===== src/rtl/i2c_fe_pkg.sv =====
`timescale 1ns/1ps
package i2c_fe_pkg;
  // Line indices into the two-line filter bank
  localparam int LINE_SCL = 0;
  localparam int LINE_SDA = 1;
  localparam int N_LINES  = 2;

  // One-clock bus events produced by the condition detector
  typedef struct packed {
    logic start;
    logic stop;
    logic bit_valid;
    logic shift;
  } bus_evt_t;
endpackage


===== src/rtl/line_filter.sv =====
`timescale 1ns/1ps
// Two-flop synchronizer followed by a stability counter.
module line_filter #(
  parameter int FILT_CYC = 4,
  parameter bit RST_LVL  = 1'b1
) (
  input  logic clk,
  input  logic rst_n,
  input  logic raw,
  output logic level
);
  localparam int CW = $clog2(FILT_CYC + 1);
  localparam logic [CW-1:0] LAST = CW'(FILT_CYC - 1);

  logic          sync1, sync2;
  logic [CW-1:0] run_cnt;

  always_ff @(posedge clk or negedge rst_n) begin
    if (!rst_n) begin
      sync1 <= RST_LVL;
      sync2 <= RST_LVL;
    end else begin
      sync1 <= raw;
      sync2 <= sync1;
    end
  end

  // Accept a new level only after FILT_CYC consecutive differing samples
  always_ff @(posedge clk or negedge rst_n) begin
    if (!rst_n) begin
      level   <= RST_LVL;
      run_cnt <= '0;
    end else if (sync2 == level) begin
      run_cnt <= '0;
    end else if (run_cnt == LAST) begin
      level   <= sync2;
      run_cnt <= '0;
    end else begin
      run_cnt <= run_cnt + 1'b1;
    end
  end
endmodule


===== src/rtl/cond_detect.sv =====
`timescale 1ns/1ps
// Edge and bus-condition detection on the filtered lines.
module cond_detect
  import i2c_fe_pkg::*;
(
  input  logic     clk,
  input  logic     rst_n,
  input  logic     scl_f,
  input  logic     sda_f,
  output logic     scl_q,
  output logic     sda_q,
  output bus_evt_t evt,
  output logic     bit_val,
  output logic     busy
);
  logic start_c, stop_c, rise_c, fall_c;

  always_comb begin
    start_c = scl_q & scl_f & sda_q & ~sda_f;
    stop_c  = scl_q & scl_f & ~sda_q & sda_f;
    rise_c  = ~scl_q & scl_f;
    fall_c  = scl_q & ~scl_f;
  end

  always_ff @(posedge clk or negedge rst_n) begin
    if (!rst_n) begin
      scl_q   <= 1'b1;
      sda_q   <= 1'b1;
      evt     <= '0;
      bit_val <= 1'b0;
      busy    <= 1'b0;
    end else begin
      scl_q         <= scl_f;
      sda_q         <= sda_f;
      evt.start     <= start_c;
      evt.stop      <= stop_c;
      evt.bit_valid <= rise_c;
      evt.shift     <= fall_c;
      if (rise_c) bit_val <= sda_f;
      if (start_c)     busy <= 1'b1;
      else if (stop_c) busy <= 1'b0;
    end
  end
endmodule


===== src/rtl/sda_hold.sv =====
`timescale 1ns/1ps
// Gates the engine's pull-low request behind a post-fall hold delay.
module sda_hold #(
  parameter int HOLD_CYC = 15
) (
  input  logic clk,
  input  logic rst_n,
  input  logic scl_low,
  input  logic shift,
  input  logic req,
  output logic oe
);
  localparam int HW = $clog2(HOLD_CYC + 1);
  localparam logic [HW-1:0] LOAD = HW'(HOLD_CYC);

  logic [HW-1:0] hold_cnt;
  logic          may_change;

  assign may_change = scl_low && (hold_cnt == '0) && !shift;

  always_ff @(posedge clk or negedge rst_n) begin
    if (!rst_n) begin
      hold_cnt <= '0;
      oe       <= 1'b0;
    end else begin
      if (shift)                 hold_cnt <= LOAD;
      else if (hold_cnt != '0)   hold_cnt <= hold_cnt - 1'b1;
      if (may_change)            oe <= req;
    end
  end
endmodule


===== src/rtl/i2c_bus_frontend.sv =====
`timescale 1ns/1ps
module i2c_bus_frontend
  import i2c_fe_pkg::*;
#(
  parameter int CLK_PERIOD_NS = 20,
  parameter int SPIKE_NS      = 50,
  parameter int HOLD_NS       = 300
) (
  input  logic clk,
  input  logic rst_n,
  input  logic scl_in,
  input  logic sda_in,
  input  logic sda_drive_req,
  output logic sda_oe,
  output logic scl_level,
  output logic sda_level,
  output logic start_pulse,
  output logic stop_pulse,
  output logic bit_valid,
  output logic bit_value,
  output logic shift_pulse,
  output logic bus_busy
);
  // A spike of SPIKE_NS can cover at most SPIKE_NS/period+1 samples
  localparam int FILT_CYC = SPIKE_NS / CLK_PERIOD_NS + 2;
  localparam int HOLD_CYC = (HOLD_NS + CLK_PERIOD_NS - 1) / CLK_PERIOD_NS;

  logic [N_LINES-1:0] raw_v, filt_v;
  bus_evt_t           evt;

  assign raw_v[LINE_SCL] = scl_in;
  assign raw_v[LINE_SDA] = sda_in;

  for (genvar i = 0; i < N_LINES; i++) begin : g_line
    line_filter #(.FILT_CYC(FILT_CYC), .RST_LVL(1'b1)) u_filt (
      .clk  (clk),
      .rst_n(rst_n),
      .raw  (raw_v[i]),
      .level(filt_v[i])
    );
  end

  cond_detect u_det (
    .clk    (clk),
    .rst_n  (rst_n),
    .scl_f  (filt_v[LINE_SCL]),
    .sda_f  (filt_v[LINE_SDA]),
    .scl_q  (scl_level),
    .sda_q  (sda_level),
    .evt    (evt),
    .bit_val(bit_value),
    .busy   (bus_busy)
  );

  sda_hold #(.HOLD_CYC(HOLD_CYC)) u_hold (
    .clk    (clk),
    .rst_n  (rst_n),
    .scl_low(~scl_level),
    .shift  (evt.shift),
    .req    (sda_drive_req),
    .oe     (sda_oe)
  );

  assign start_pulse = evt.start;
  assign stop_pulse  = evt.stop;
  assign bit_valid   = evt.bit_valid;
  assign shift_pulse = evt.shift;
endmodule


===== config.mk =====
export PLATFORM = sky130hd
export DESIGN_NAME = i2c_bus_frontend
export DESIGN_NICKNAME = d
export VERILOG_FILES = /design/src/rtl/i2c_fe_pkg.sv /design/src/rtl/line_filter.sv /design/src/rtl/cond_detect.sv /design/src/rtl/sda_hold.sv /design/src/rtl/i2c_bus_frontend.sv
export SDC_FILE = /design/constraint.sdc
export NUM_CORES = 1
export LEC_CHECK = 0
export ABC_AREA = 0
export BUFFER_PORTS_ARGS = -buffer_cell sky130_fd_sc_hd__buf_2
export CORE_MARGIN = 2
export CORE_UTILIZATION = 60
export CTS_BUF_LIST = sky130_fd_sc_hd__clkbuf_2
export CTS_CLUSTER_DIAMETER = 200
export DETAILED_ROUTE_END_ITERATION = 6
export PLACE_DENSITY_LB_ADDON = 0.05
export SYNTH_ARGS = -nofsm -noshare
export SYNTH_HDL_FRONTEND = slang
export SYNTH_SLANG_ARGS = --single-unit
export TNS_END_PERCENT = 20

===== constraint.sdc =====
create_clock -name clk -period 3 [get_ports clk]
set_input_delay 0.45 -clock clk [delete_from_list [all_inputs] [get_ports clk]]
set_output_delay 0.45 -clock clk [all_outputs]
set_load 0.02 [all_outputs]

Word-level counts from Yosys, hierarchy flattened

Cells that the tools add are included.

Register bits: 25
RAM bits: 0
Memory bits (read-only): 0
Memories: 0
Latch bits: 0

Magnitude comparators: 0
Add/subtract/negate cells: 3
Div/mod/pow operators: 0
Shift-type cells: 0
Eq/ne operators: 4
Bitwise gates (word level): 13
Reductions and logical operators: 9
Muxes and demuxes: 8
Multipliers: 0

Operators by type and width:

| kind                                                 | number |
|---|---|
| 2-to-1 mux 3 bit                                     | 4 |
| 2-to-1 mux 4 bit                                     | 2 |
| AND 1 bit                                            | 7 |
| adder 3 x 1 -> 3 bit (second input constant)         | 2 |
| equality test 3 x 2 -> 1 bit (second input constant) | 2 |
| NOT 1 bit                                            | 6 |
| zero test 4 bit                                      | 1 |
| AND reduction 2 bit                                  | 2 |
| nonzero test 2 bit                                   | 2 |
| nonzero test 4 bit                                   | 1 |
| subtractor 4 x 1 -> 4 bit (second input constant)    | 1 |
| equality test 1 bit                                  | 2 |
| logical AND 1 bit                                    | 2 |
| 2-to-1 mux 1 bit                                     | 2 |
| zero test 1 bit                                      | 1 |

Depth between registers and ports, before layout

Depth in word-level cells: 5
Depth in mapped cells: 5

Hierarchy

A second synthesis with hierarchy kept.

Cells, all modules: 69
Area total of the unflattened synthesis: 997.2 um^2

Modules (own cells, without submodules):

| module                         | area each (um^2) | cells each | instances | sequential area each (um^2) |
|---|---|---|---|---|
| cond_detect                    | 274.0            | 18         | 1         | 202.7 |
| sda_hold                       | 266.5            | 24         | 1         | 125.1 |
| line_filter (g_line[0].u_filt) | 232.7            | 13         | 1         | 153.9 |
| line_filter (g_line[1].u_filt) | 220.2            | 13         | 1         | 153.9 |
| i2c_bus_frontend               | 3.8              | 1          | 1         | 0.0 |

Worst setup path after synthesis

Ideal clock, no wire load.

Path kind: reg-to-reg
From: register u_hold.hold_cnt[0]
To: register u_hold.oe
Setup time: 0.125 ns
Slack: 1.683 ns
Data arrival time: 1.192 ns
Cell stages (with the launch flop): 6
Cells stage by stage: dfrtp_1 > inv_1 > ha_1 > nor3b_4 > nand2_1 > mux2_2

Cells in the longest elaborated chain, start to end: 3

RTL lines:

| item                           | RTL line       | source |
|---|---|---|
| from (decl)                    | sda_hold.sv:16 | `logic [HW-1:0] hold_cnt;` |
| from (signal assigned)         | sda_hold.sv:27 | `else if (hold_cnt != '0) hold_cnt <= hold_cnt - 1'b1;` |
| zero test 4 bit                | sda_hold.sv:19 | `assign may_change = scl_low && (hold_cnt == '0) && !shift;` |
| logical AND 1 bit (2 in a row) | sda_hold.sv:19 |  |
| to (signal assigned)           | sda_hold.sv:28 | `if (may_change) oe <= req;` |
| to (decl)                      | sda_hold.sv:11 | `output logic oe` |

No other way between the ends.
A chain may end at the register's enable or synchronous reset.

Final worst setup path

From: register u_det.scl_q
To: output scl_level

RTL lines:

| item                   | RTL line               | source |
|---|---|---|
| from (decl)            | cond_detect.sv:10      | `output logic scl_q,` |
| from (signal assigned) | cond_detect.sv:33      | `scl_q <= scl_f;` |
| to (decl)              | i2c_bus_frontend.sv:15 | `output logic scl_level,` |

No word-level cell between the ends.

==> reports/qor.csv <==
stage,metric,value,unit
setup_path,CP Launch Type,flop,
power_and_ir_drop,Seq pwr share,54.3,%
yosys,mean post-synth cell area,14.35,um^2
final_layout,Finished Core Util,70.67,%
yosys,cell area after synthesis,947.2,um^2
outcome,status,finished clean,
floorplanning,die height,43.73,um
floorplanning,die area,1912,um^2
clock_tree,H-Tree Level Count,1,
sta,setup TNS,0,ns
place,I/O Buffers,13,
sta,f_max,642.7,MHz
sta,final count of hold timing violations,0,
setup_path,crit-path max FO,5,
yosys,sequential area share after synthesis,67.11,%
power_and_ir_drop,total power,1.048,mW
sta,fin. max-slew vios,0,
global_route,initial antenna violation count,0,
sta,period utilization,51.87,%
final_layout,Post-Layout Cell Count,99,
floorplanning,die width,43.73,um
setup_path,R2R setup slack,1.58,ns
sta,RSZ-0062 raised after global routing,no,
sta,Rel. slew slack,65.32,%
drt,DR WL/cell,12.34,um
floorplanning,I/O pins,14,
setup_path,r2r endpoint,u_hold.oe$_DFFE_PN0P_,
sta,Clock Skews,0.004048,ns
setup_path,Critical Path Max Stage Delay,0.61,ns
drt,drt via density,5.222,
floorplanning,core footprint,1489,um^2
yosys,Synth cell types,18,
drt,post-route antenna net violation count,0,
drt,drt pass-1 iters,3,
clock_tree,CTS resizes,0,
clock_tree,total CTS buffers,3,
global_route,global-route wire length before repair,2.145,mm
flow_run,max_cap viols,0,
place,Inst Count DP,95,
global_route,grt ovf,0,
setup_path,crit-path cells,buf_2,
setup_path,Crit-path slowest cell,dfstp_2,
final_layout,share of cells above drive strength 1,36.14,%
final_layout,Multi-input gate area,296.5,um^2
setup_path,critical path endpoint category,output port,
clock_tree,clock latency on the worst-skew pair,0.32,ns
setup_path,R2R Path Start,u_hold.hold_cnt[0]$_DFFE_PN0P_,
global_route,vias in the first global route,519,
power_and_ir_drop,leakage,0.5032,nW
power_and_ir_drop,Logic pwr share,33.9,%
yosys,share of the synthesized area in the top cell type,44.91,%
clock_tree,Clock Tree Buf Depth,2,
sta,Hold Slack,0.05185,ns
final_layout,Area Overhead vs Synth,11.10,%
clock_tree,clk sinks,25,
sta,Final min period,1.556,ns
drt,initial DRC count,5,
yosys,Ys Warns,0,
power_and_ir_drop,net switching power,375.4,uW
power_and_ir_drop,Worst VDD drop,0.0005832,V
setup_path,Critical Path AT,1.11,ns
setup_path,"CP delay by family, top",flip-flops,
final_layout,fill cell count,98,
setup_path,Buf/Inv on CP,1,
worst_hold_path,HP Class,in2async,
sta,slew at the pin closest to its max-slew limit,0.5202,ns
floorplanning,Starting Density,63.61,%
power_and_ir_drop,clock power share,11.8,%
clock_tree,clock slew at reported path FFs,0.22,ns
clock_tree,postcts setup bufs,0,
drt,Detailed Route WL,1.222,mm
global_route,pin count of the biggest net entering global routing,26,
setup_path,Crit path depth,1,
floorplanning,row count,14,
setup_path,"Req. time, crit path",2.55,ns
setup_path,CP Class,reg2out,
power_and_ir_drop,Int Pwr,673.0,uW
power_and_ir_drop,Power Density,996.4,nW/um^2
yosys,"area leader, netlist",dfrtp_1,
clock_tree,quantity of hold-fixing buffers added after cts,0,
drt,drt drc,0,
final_layout,Reg area,635.6,um^2
clock_tree,CTS root buffer,clkbuf_2,
place,Placer Congestion,0.6777,
power_and_ir_drop,Switching Share,35.81,%
yosys,syn nets,75,
final_layout,fin nets,93,
yosys,"flops & latches, synth",25,
global_route,GR Util All Layers,15.27,%
clock_tree,CTS tree,yes,
sta,number of setup violations in the final report,0,
place,DP HPWL,910,um
setup_path,R2R depth,5,
yosys,cell count after synthesis,66,
yosys,synth top area cells,"dfrtp_1 45%, dfstp_2 22%, ha_1 5.3%",
drt,via count,517,
final_layout,antenna cells,0,
## sequential cells by signal, indices dropped and copies added (netlist names)
name                   count
g_line.u_filt.run_cnt      6
u_det.evt                  4
u_hold.hold_cnt            4
g_line.u_filt.level        2
g_line.u_filt.sync1        2
g_line.u_filt.sync2        2
u_det.bit_val              1
u_det.busy                 1
u_det.scl_q                1
u_det.sda_q                1
u_hold.oe                  1
## per-layer routing
metal	part of all wire, %	wire [um]	GRT usage [%]
met5	0	0	0
met2	49	595	24.12
met1	47	573	20.68
met4	0	0	7.273
met3	4.3	53	2.500
## layout make-up
cell class | count | area share [%]
sequential | 25 | 60.40
multi-input combinational | 37 | 28.18
timing repair buffer | 13 | 6.183
tap | 16 | 1.902
clock buffer | 3 | 1.427
inverter | 4 | 1.427
clock inverter | 1 | 0.4756
## cell families after synthesis
logic type	count (synthesis)	synth area share, %
AOI/OAI and AO/OA	5	3.963
xor gates and xnor gates	3	2.775
adders and majority gates	4	5.284
buffers and inverters	4	1.585
DFF	25	67.11
muxes	4	4.755
and+or+nand+nor	21	14.53
## power groups by stage
stage               logic, mW  clock network [mW]  registers [mW]
global route            0.402               0.140           0.590
finish                  0.356               0.123           0.570
floorplan               0.198                   0           0.630
CTS                     0.362               0.132           0.571
global placement        0.350                   0           0.575
detailed placement      0.361                   0           0.578
## synthesized netlist by cell type
cell type  count
nor3_1         3
nor2_1         2
nor3b_4        1
o31ai_1        1
dfrtp_1       17
a211o_1        2
a21oi_1        1
ha_1           4
mux2_2         4
xnor2_1        3
nor3b_1        6
dfstp_2        8
o21bai_1       1
inv_1          4
nand2b_1       1
nor2b_1        5
or3_1          1
nand2_1        2
## per-stage QoR
step / worst slack, ns / cell area, um^2
detailed placement: 1.593 / 1032
global route: 1.403 / 1052
CTS: 1.429 / 1052
floorplan: 1.683 / 947.2
finish: 1.444 / 1052
global placement: 1.621 / 1032
## worst max-delay path by stage
| stage | startpoint | endpoint | slack [ns] |
|---|---|---|---|
| 2_1_floorplan | u_hold.hold_cnt[0]$_DFFE_PN0P_ | u_hold.oe$_DFFE_PN0P_ | 1.68 |
| 3_3_place_gp | u_hold.hold_cnt[0]$_DFFE_PN0P_ | u_hold.oe$_DFFE_PN0P_ | 1.62 |
| 3_5_place_dp | u_hold.hold_cnt[0]$_DFFE_PN0P_ | u_hold.oe$_DFFE_PN0P_ | 1.59 |
| 4_1_cts | u_det.scl_q$_DFF_PN1_ | scl_level | 1.43 |
| 5_1_grt | u_det.sda_q$_DFF_PN1_ | sda_level | 1.40 |
| 6_report | u_det.scl_q$_DFF_PN1_ | scl_level | 1.44 |
## placed cells by master (no fill, tap or decap), drive strengths merged
cell    Yosys  layout
or3         1       1
a211o       2       2
clkinv      0       1
ha          4       4
o31ai       1       1
nand2       2       2
nand2b      1       1
nor2        2       2
buf         0      13
xnor2       3       3
dfrtp      17      17
inv         4       4
o21bai      1       1
nor3        3       3
mux2        4       4
dfstp       8       8
nor3b       7       7
clkbuf      0       3
a21oi       1       1
nor2b       5       5
Power figures use the tool's default switching activity.
